$ cat src/rtl/fp_pkg.sv
package fp_pkg;
  localparam int LED_W     = 8;
  localparam int NUM_STEPS = 8;
  localparam int STEP_W    = $clog2(NUM_STEPS);
  localparam int NUM_REGS  = 8;
  localparam int SEL_W     = $clog2(NUM_REGS);
  localparam int NUM_DIR   = 4;

  typedef logic [STEP_W-1:0] step_t;
  typedef logic [SEL_W-1:0]  sel_t;

  localparam step_t STEP_MAX = step_t'(NUM_STEPS - 1);

  // Index of each directional button in the conditioned-button vector.
  localparam int DIR_LEFT  = 0;
  localparam int DIR_RIGHT = 1;
  localparam int DIR_UP    = 2;
  localparam int DIR_DOWN  = 3;

  typedef struct packed {
    logic carry;
    logic zero;
    logic sign;
    logic ovf;
  } cpu_flags_t;
endpackage

$ cat src/rtl/fp_sync.sv
module fp_sync #(
  parameter int       W       = 1,
  parameter bit       RST_VAL = 1'b0
) (
  input  logic         clk_i,
  input  logic         rst_ni,
  input  logic [W-1:0] d_i,
  output logic [W-1:0] q_o
);
  logic [W-1:0] meta_q;
  logic [W-1:0] stab_q;

  always_ff @(posedge clk_i or negedge rst_ni) begin
    if (!rst_ni) begin
      meta_q <= {W{RST_VAL}};
      stab_q <= {W{RST_VAL}};
    end else begin
      meta_q <= d_i;
      stab_q <= meta_q;
    end
  end

  assign q_o = stab_q;
endmodule

$ cat src/rtl/fp_btn.sv
module fp_btn #(
  parameter bit          REPEAT   = 1'b0,
  parameter int unsigned HOLD_CYC = 20,
  parameter int unsigned RPT_CYC  = 5
) (
  input  logic clk_i,
  input  logic rst_ni,
  input  logic raw_i,
  output logic fire_o
);
  localparam int unsigned LIM  = (HOLD_CYC > RPT_CYC) ? HOLD_CYC : RPT_CYC;
  localparam int          CNTW = $clog2(LIM + 1);

  logic lvl;
  logic prev_q;
  logic rise;

  fp_sync #(.W(1), .RST_VAL(1'b0)) u_sync (
    .clk_i (clk_i),
    .rst_ni(rst_ni),
    .d_i   (raw_i),
    .q_o   (lvl)
  );

  always_ff @(posedge clk_i or negedge rst_ni) begin
    if (!rst_ni) prev_q <= 1'b0;
    else         prev_q <= lvl;
  end

  assign rise = lvl & ~prev_q;

  generate
    if (REPEAT) begin : g_rpt
      localparam logic [CNTW-1:0] HOLD_LAST = CNTW'(HOLD_CYC - 1);
      localparam logic [CNTW-1:0] RPT_LAST  = CNTW'(RPT_CYC - 1);
      logic [CNTW-1:0] cnt_q, cnt_d;
      logic            armed_q, armed_d;
      logic            hit;

      always_comb begin
        hit     = 1'b0;
        cnt_d   = cnt_q;
        armed_d = armed_q;
        if (!lvl || rise) begin
          cnt_d   = '0;
          armed_d = 1'b0;
        end else if ((!armed_q && cnt_q == HOLD_LAST) ||
                     ( armed_q && cnt_q == RPT_LAST)) begin
          hit     = 1'b1;
          cnt_d   = '0;
          armed_d = 1'b1;
        end else begin
          cnt_d = cnt_q + 1'b1;
        end
      end

      always_ff @(posedge clk_i or negedge rst_ni) begin
        if (!rst_ni) begin
          cnt_q   <= '0;
          armed_q <= 1'b0;
        end else begin
          cnt_q   <= cnt_d;
          armed_q <= armed_d;
        end
      end

      assign fire_o = rise | hit;
    end else begin : g_edge
      assign fire_o = rise;
    end
  endgenerate
endmodule

$ cat src/rtl/fp_clkdiv.sv
module fp_clkdiv
  import fp_pkg::*;
#(
  parameter int unsigned MIN_SHIFT = 16
) (
  input  logic  clk_i,
  input  logic  rst_ni,
  input  step_t step_i,
  output logic  ce_o
);
  localparam int CW  = MIN_SHIFT + NUM_STEPS - 1;
  localparam int SHW = $clog2(CW + 1);

  logic [CW-1:0]  cnt_q, cnt_d;
  logic [CW:0]    span;
  logic [SHW-1:0] shamt;
  logic           ce_d, ce_q;

  always_comb begin
    shamt = SHW'(MIN_SHIFT) + SHW'(STEP_MAX - step_i);
    span  = ({{CW{1'b0}}, 1'b1} << shamt) - 1'b1;
    ce_d  = ((cnt_q & span[CW-1:0]) == '0);
    cnt_d = cnt_q + 1'b1;
  end

  always_ff @(posedge clk_i or negedge rst_ni) begin
    if (!rst_ni) begin
      cnt_q <= '0;
      ce_q  <= 1'b0;
    end else begin
      cnt_q <= cnt_d;
      ce_q  <= ce_d;
    end
  end

  assign ce_o = ce_q;
endmodule

$ cat src/rtl/fp_panel.sv
module fp_panel
  import fp_pkg::*;
#(
  parameter int unsigned HOLD_CYC  = 25_000_000,
  parameter int unsigned RPT_CYC   = 5_000_000,
  parameter int unsigned MIN_SHIFT = 16,
  parameter int unsigned STEP_RST  = 4
) (
  input  logic             clk_i,
  input  logic             rst_ni,
  input  logic             btn_left_i,
  input  logic             btn_right_i,
  input  logic             btn_up_i,
  input  logic             btn_down_i,
  input  logic             btn_ctr_i,
  input  logic [LED_W-1:0] dip_i,
  input  logic [3:0]       flags_i,
  input  logic [LED_W-1:0] pc_i,
  input  logic [LED_W-1:0] reg_data_i,
  output logic [LED_W-1:0] led_stat_o,
  output logic [LED_W-1:0] led_data_o,
  output logic [LED_W-1:0] led_pc_o,
  output logic             led_tick_o,
  output logic [SEL_W-1:0] reg_sel_o,
  output logic             cpu_ce_o,
  output logic             cpu_rst_o
);
  localparam step_t STEP_INIT = step_t'(STEP_RST);

  logic [NUM_DIR-1:0] raw_dir;
  logic [NUM_DIR-1:0] fire;
  logic               hold_rst;
  cpu_flags_t         flg;

  step_t step_q, step_d;
  sel_t  sel_q, sel_d;
  logic  tick_q, tick_d;
  logic [LED_W-1:0] stat_q, stat_d, data_q, data_d, pc_q;

  assign raw_dir[DIR_LEFT]  = btn_left_i;
  assign raw_dir[DIR_RIGHT] = btn_right_i;
  assign raw_dir[DIR_UP]    = btn_up_i;
  assign raw_dir[DIR_DOWN]  = btn_down_i;

  // Speed buttons auto-repeat; register-select buttons act on the edge only.
  for (genvar i = 0; i < NUM_DIR; i++) begin : g_btn
    fp_btn #(
      .REPEAT  (i == DIR_LEFT || i == DIR_RIGHT),
      .HOLD_CYC(HOLD_CYC),
      .RPT_CYC (RPT_CYC)
    ) u_btn (
      .clk_i (clk_i),
      .rst_ni(rst_ni),
      .raw_i (raw_dir[i]),
      .fire_o(fire[i])
    );
  end

  fp_sync #(.W(1), .RST_VAL(1'b1)) u_rst_sync (
    .clk_i (clk_i),
    .rst_ni(rst_ni),
    .d_i   (btn_ctr_i),
    .q_o   (hold_rst)
  );

  fp_clkdiv #(.MIN_SHIFT(MIN_SHIFT)) u_div (
    .clk_i (clk_i),
    .rst_ni(rst_ni),
    .step_i(step_q),
    .ce_o  (cpu_ce_o)
  );

  always_comb begin
    flg    = cpu_flags_t'(flags_i);
    step_d = step_q;
    if (fire[DIR_RIGHT]) begin
      if (step_q != STEP_MAX) step_d = step_q + 1'b1;
    end else if (fire[DIR_LEFT]) begin
      if (step_q != '0) step_d = step_q - 1'b1;
    end
    sel_d = sel_q;
    if (fire[DIR_UP])        sel_d = sel_q + 1'b1;
    else if (fire[DIR_DOWN]) sel_d = sel_q - 1'b1;
    tick_d = tick_q ^ cpu_ce_o;
    stat_d = {flg.carry, flg.zero, flg.sign, flg.ovf, hold_rst, step_q};
    data_d = hold_rst ? dip_i : reg_data_i;
  end

  always_ff @(posedge clk_i or negedge rst_ni) begin
    if (!rst_ni) begin
      step_q <= STEP_INIT;
      sel_q  <= '0;
      tick_q <= 1'b0;
      stat_q <= '0;
      data_q <= '0;
      pc_q   <= '0;
    end else begin
      step_q <= step_d;
      sel_q  <= sel_d;
      tick_q <= tick_d;
      stat_q <= stat_d;
      data_q <= data_d;
      pc_q   <= pc_i;
    end
  end

  assign led_stat_o = stat_q;
  assign led_data_o = data_q;
  assign led_pc_o   = pc_q;
  assign led_tick_o = tick_q;
  assign reg_sel_o  = sel_q;
  assign cpu_rst_o  = hold_rst;
endmodule

$ cat config.mk
export PLATFORM = sky130hd
export DESIGN_NAME = fp_panel
export DESIGN_NICKNAME = d
export VERILOG_FILES = /design/src/rtl/fp_pkg.sv /design/src/rtl/fp_sync.sv /design/src/rtl/fp_btn.sv /design/src/rtl/fp_clkdiv.sv /design/src/rtl/fp_panel.sv
export SDC_FILE = /design/constraint.sdc
export NUM_CORES = 1
export LEC_CHECK = 0
export ABC_AREA = 1
export BUFFER_PORTS_ARGS = -buffer_cell sky130_fd_sc_hd__buf_2
export CAP_MARGIN = 20
export CORE_MARGIN = 3
export CORE_UTILIZATION = 60
export DETAILED_ROUTE_END_ITERATION = 7
export GPL_ROUTABILITY_DRIVEN = 1
export PLACE_DENSITY_LB_ADDON = 0.08
export REMOVE_ABC_BUFFERS = 1
export SYNTH_ARGS = -nofsm -noshare
export SYNTH_HDL_FRONTEND = slang
export SYNTH_HIERARCHICAL = 1
export SYNTH_SLANG_ARGS = --single-unit
$ cat constraint.sdc
create_clock -name clk_i -period 3.37 [get_ports clk_i]
set_clock_uncertainty 0.05 [all_clocks]
set_input_delay 0.1685 -clock clk_i [delete_from_list [all_inputs] [get_ports clk_i]]
set_output_delay 0.1685 -clock clk_i [all_outputs]
set_load 0.02 [all_outputs]
==> PnR_summary.wiki <==
{| class="wikitable"
! Metric !! Value
|-
| Clk root buf || sky130_fd_sc_hd__clkbuf_8
|-
| Commonest cells in the synthesized netlist || sky130_fd_sc_hd__nand2_1 (220), sky130_fd_sc_hd__nor2_1 (172), sky130_fd_sc_hd__dfrtp_1 (118)
|-
| Largest vdd supply drop || 0.4233 mV
|-
| H-tree levels || 4
|-
| Length of the first detailed-routing pass in iterations || 6
|-
| Ports || 65
|-
| Leakage component of the power || 3.297 nW
|-
| Final cell utilization of the core || 0.7813
|-
| Clock network fraction of design power || 0.473
|-
| Top layer in use || met4
|-
| Sink Count || 121
|-
| Final setup margin || 0.8759 ns
|-
| Initial core utilization || 0.6331
|-
| Setup Fix Bufs, Post-CTS || 0
|-
| Data arrival at the endpoint of the critical path || 2.90 ns
|-
| Total congestion overflow after global routing || 0
|-
| Total Routing Usage GR || 0.2781
|-
| Detailed-route DRC error count || 0
|-
| Met2 wire length || 6963 um
|-
| Total vias in the final route || 5184
|-
| Detailed route wirelength on metal3 || 961 um
|-
| Post-synthesis cell area || 5988 um2
|-
| Average detailed-routed wire length per instance || 14.38 um
|-
| FILL cells || 665
|-
| Placed wire-length estimate after detailed placement || 9308 um
|-
| Share of synthesized registers carrying an async set or reset || 1.000
|-
| Area of the multi-input gates || 2661 um2
|-
| Number of antenna violations at the first check in global routing || 0
|-
| Post-synthesis sequential area ratio || 0.5063
|-
| CTS tree || built
|-
| DRC violation total after the first TritonRoute iteration || 335
|-
| Routed WL || 14480 um
|-
| Floorplan die area || 11210 um2
|-
| Largest area contributor in the netlist || sky130_fd_sc_hd__dfrtp_1
|-
| Number of nets with antenna violations after routing || 0
|-
| Most frequent cell after synthesis || sky130_fd_sc_hd__nand2_1
|-
| Area after detailed placement || 6460 um2
|-
| Worst Hold Class || in -> reg
|-
| Switching power summed over all nets || 0.9871 mW
|-
| Crit path time final || 2.494 ns
|-
| Die height || 105.9 um
|-
| Area of all placed cells without fillers || 7391 um2
|-
| Portion of total power attributed to sequential cells || 0.425
|-
| Max cap viols || 0
|-
| Worst setup EP type || flop
|-
| Layout area overhead || 23.42%
|-
| Overall power || 3.809 mW
|-
| Final number of setup-violating endpoints || 0
|-
| Least-Margin Pin Slew || 0.9029 ns
|-
| Seq. cell area || 3032 um2
|-
| Count of input and output buffers || 64
|-
| Total count of max-transition violations in the final report || 0
|-
| Top cells by area, synth || sky130_fd_sc_hd__dfrtp_1 (49%), sky130_fd_sc_hd__nand2_1 (14%), sky130_fd_sc_hd__nor2_1 (11%)
|-
| Clock Tree Buf Depth || 2
|-
| Final Wtd Congestion || 0.9543
|-
| Cell count after synthesis || 751
|-
| Part of the cycle the worst path needs || 0.7401
|-
| Final TNS setup || 0 ns
|-
| Net total in the final layout || 906
|-
| Synth cell types || 29
|-
| Worst-Skew Late Latency || 0.52 ns
|-
| Syn_area_per_cell || 7.974 um2
|-
| Ys Warns || 6
|-
| Worst Setup Slack post-DPL || 0.9358 ns
|-
| Total number of placement rows || 35
|-
| Internal Power || 2.822 mW
|-
| Share of the synthesized area in the top cell type || 0.4931
|-
| Number of vias per cell || 5.148
|-
| Fraction of power spent switching nets || 0.2591
|-
| Number of buffers inserted during clock tree synthesis || 17
|-
| Routed metal-1 wirelength || 6377 um
|-
| Startpoint Class || flop
|-
| Pin count of the biggest net entering global routing || 74
|-
| Global-route wire length before repair || 24520 um
|-
| Number of enable-type register cells in the synthesized netlist || 0
|-
| Combinational share of power || 0.102
|-
| Clock edge transition at the registers on the reported setup and hold paths || 0.06 ns
|-
| Cell Pwr Density || 515.4 nW/um2
|-
| Required time of the worst setup path || 3.78 ns
|-
| Fraction of layout cells with a size suffix above 1 || 0.1492
|-
| Setup Crit Path Kind || reg -> reg
|-
| Vias in the first global route || 5230
|-
| Standard cell core area || 9459 um2
|-
| Synthesized flop and latch total || 121
|-
| Fmax || 0.4009 GHz
|-
| Die Span X || 105.9 um
|-
| Antenna cells || 0
|-
| Setup repair after global routing missed its margin || no
|-
| Worst-path maximum fanout || 5
|-
| Relative slew margins || 0.3980
|-
| Run status || complete, no violations
|-
| Post-synth top flop || sky130_fd_sc_hd__dfrtp_1
|-
| Final Hold Vio Count || 0
|}
## state kept, by name (all words and copies together), names as in the netlist, 4 cells and up
name / flops
g_btn.u_btn/g_rpt.cnt_q: 50
u_div/cnt_q: 23
led_data_o: 8
led_pc_o: 8
led_stat_o: 8
g_btn.u_btn/prev_q: 4
g_btn.u_btn/u_sync/meta_q: 4
g_btn.u_btn/u_sync/q_o: 4
## layout by cell type, fill, tap and decap left out, types with 8 or more instances in the layout
| master | n |
|---|---|
| sky130_fd_sc_hd__nor2_2 | 14 |
| sky130_fd_sc_hd__clkbuf_16 | 16 |
| sky130_fd_sc_hd__a21oi_1 | 8 |
| sky130_fd_sc_hd__buf_2 | 63 |
| sky130_fd_sc_hd__nand2_1 | 220 |
| sky130_fd_sc_hd__xor2_1 | 23 |
| sky130_fd_sc_hd__xnor2_1 | 16 |
| sky130_fd_sc_hd__dfrtp_1 | 118 |
| sky130_fd_sc_hd__nand3_1 | 43 |
| sky130_fd_sc_hd__dlygate4sd3_1 | 34 |
| sky130_fd_sc_hd__inv_1 | 67 |
| sky130_fd_sc_hd__nor2_1 | 172 |
| sky130_fd_sc_hd__mux2_1 | 9 |
## through the flow
| step | cells | hold slack, ns |
|---|---|---|
| 3_5_place_dp | 941 | 0.2281 |
| 4_1_cts | 1007 | 0.2220 |
| 6_report | 1007 | 0.2413 |
| 2_1_floorplan | 747 | -0.1771 |
| 3_3_place_gp | 941 | 0.2251 |
| 5_1_grt | 1007 | 0.2283 |
## worst paths after layout
kind	startpoint	end	slack, ns	cells past startpoint
max	g_btn[1].u_btn/g_rpt.cnt_q[0]$_DFF_PN0_	step_q[2]$_DFFE_PN1P_	0.88	15
min reg2reg	u_rst_sync/meta_q$_DFF_PN1_	u_rst_sync/q_o$_DFF_PN1_	0.30	0
max reg2reg	g_btn[1].u_btn/g_rpt.cnt_q[0]$_DFF_PN0_	step_q[2]$_DFFE_PN1P_	0.88	15
min in group asynchronous	rst_ni	g_btn[3].u_btn/u_sync/meta_q$_DFF_PN0_	0.29	2
max in group asynchronous	rst_ni	step_q[2]$_DFFE_PN1P_	2.16	3
min	btn_left_i	g_btn[0].u_btn/u_sync/meta_q$_DFF_PN0_	0.24	2
## final cells by class
class,count,share of cell area
sequential,121,0.4102
multi-input combinational,556,0.3601
timing repair buffer,99,0.09243
clock buffer,18,0.05654
inverter,70,0.03555
clock inverter,14,0.02336
tap,129,0.02184
## cells by family (layout without fill, tap and decap cells)
family                     count (synthesis)  after routing  synth area share
DFF                                      121            121            0.5063
xor gates and xnor gates                  39             39           0.05704
and+or+nand+nor                          482            482            0.3379
buffers and inverters                     74            201           0.04931
AOI/OAI and AO/OA                         20             20           0.01755
adders and majority gates                  6              6           0.01504
muxes                                      9              9           0.01692
## power groups by stage
| stage | Sequential (mW) | Combinational (mW) | Clock (mW) |
|---|---|---|---|
| after floorplan | 1.69 | 0.138 | 0 |
| after global placement | 1.63 | 0.330 | 0 |
| after detailed placement | 1.64 | 0.350 | 0 |
| after CTS | 1.62 | 0.386 | 1.83 |
| after global routing | 1.63 | 0.431 | 1.90 |
| final | 1.62 | 0.389 | 1.80 |
## critical path, stage by stage, from the launching register on
cell,delay (ns)
sky130_fd_sc_hd__dfrtp_1,0.41
sky130_fd_sc_hd__ha_1,0.21
sky130_fd_sc_hd__nand2_1,0.11
sky130_fd_sc_hd__nor2_4,0.13
sky130_fd_sc_hd__nand3_2,0.10
sky130_fd_sc_hd__nor2_1,0.14
sky130_fd_sc_hd__nand3_1,0.08
sky130_fd_sc_hd__nand2_1,0.08
sky130_fd_sc_hd__nand2_1,0.05
sky130_fd_sc_hd__nand2_1,0.13
sky130_fd_sc_hd__inv_1,0.10
sky130_fd_sc_hd__fa_1,0.46
sky130_fd_sc_hd__nand3b_1,0.19
sky130_fd_sc_hd__nand2_1,0.08
sky130_fd_sc_hd__nand3_1,0.06
sky130_fd_sc_hd__nand2_1,0.06
## per-layer routing
metal / up-vias / GRT usage
met5: - / 0
met4: 0 / 0.08511
met3: 14 / 0.07772
met2: 183 / 0.4563
met1: 2441 / 0.3620
li1: 2546 / -
## repair_timing
action / in CTS / in global routing
hold buffers: 34 / 0
resized for setup: 0 / 0
hold endpoints to repair: 95 / 0
(Power assumes the default switching activity.)
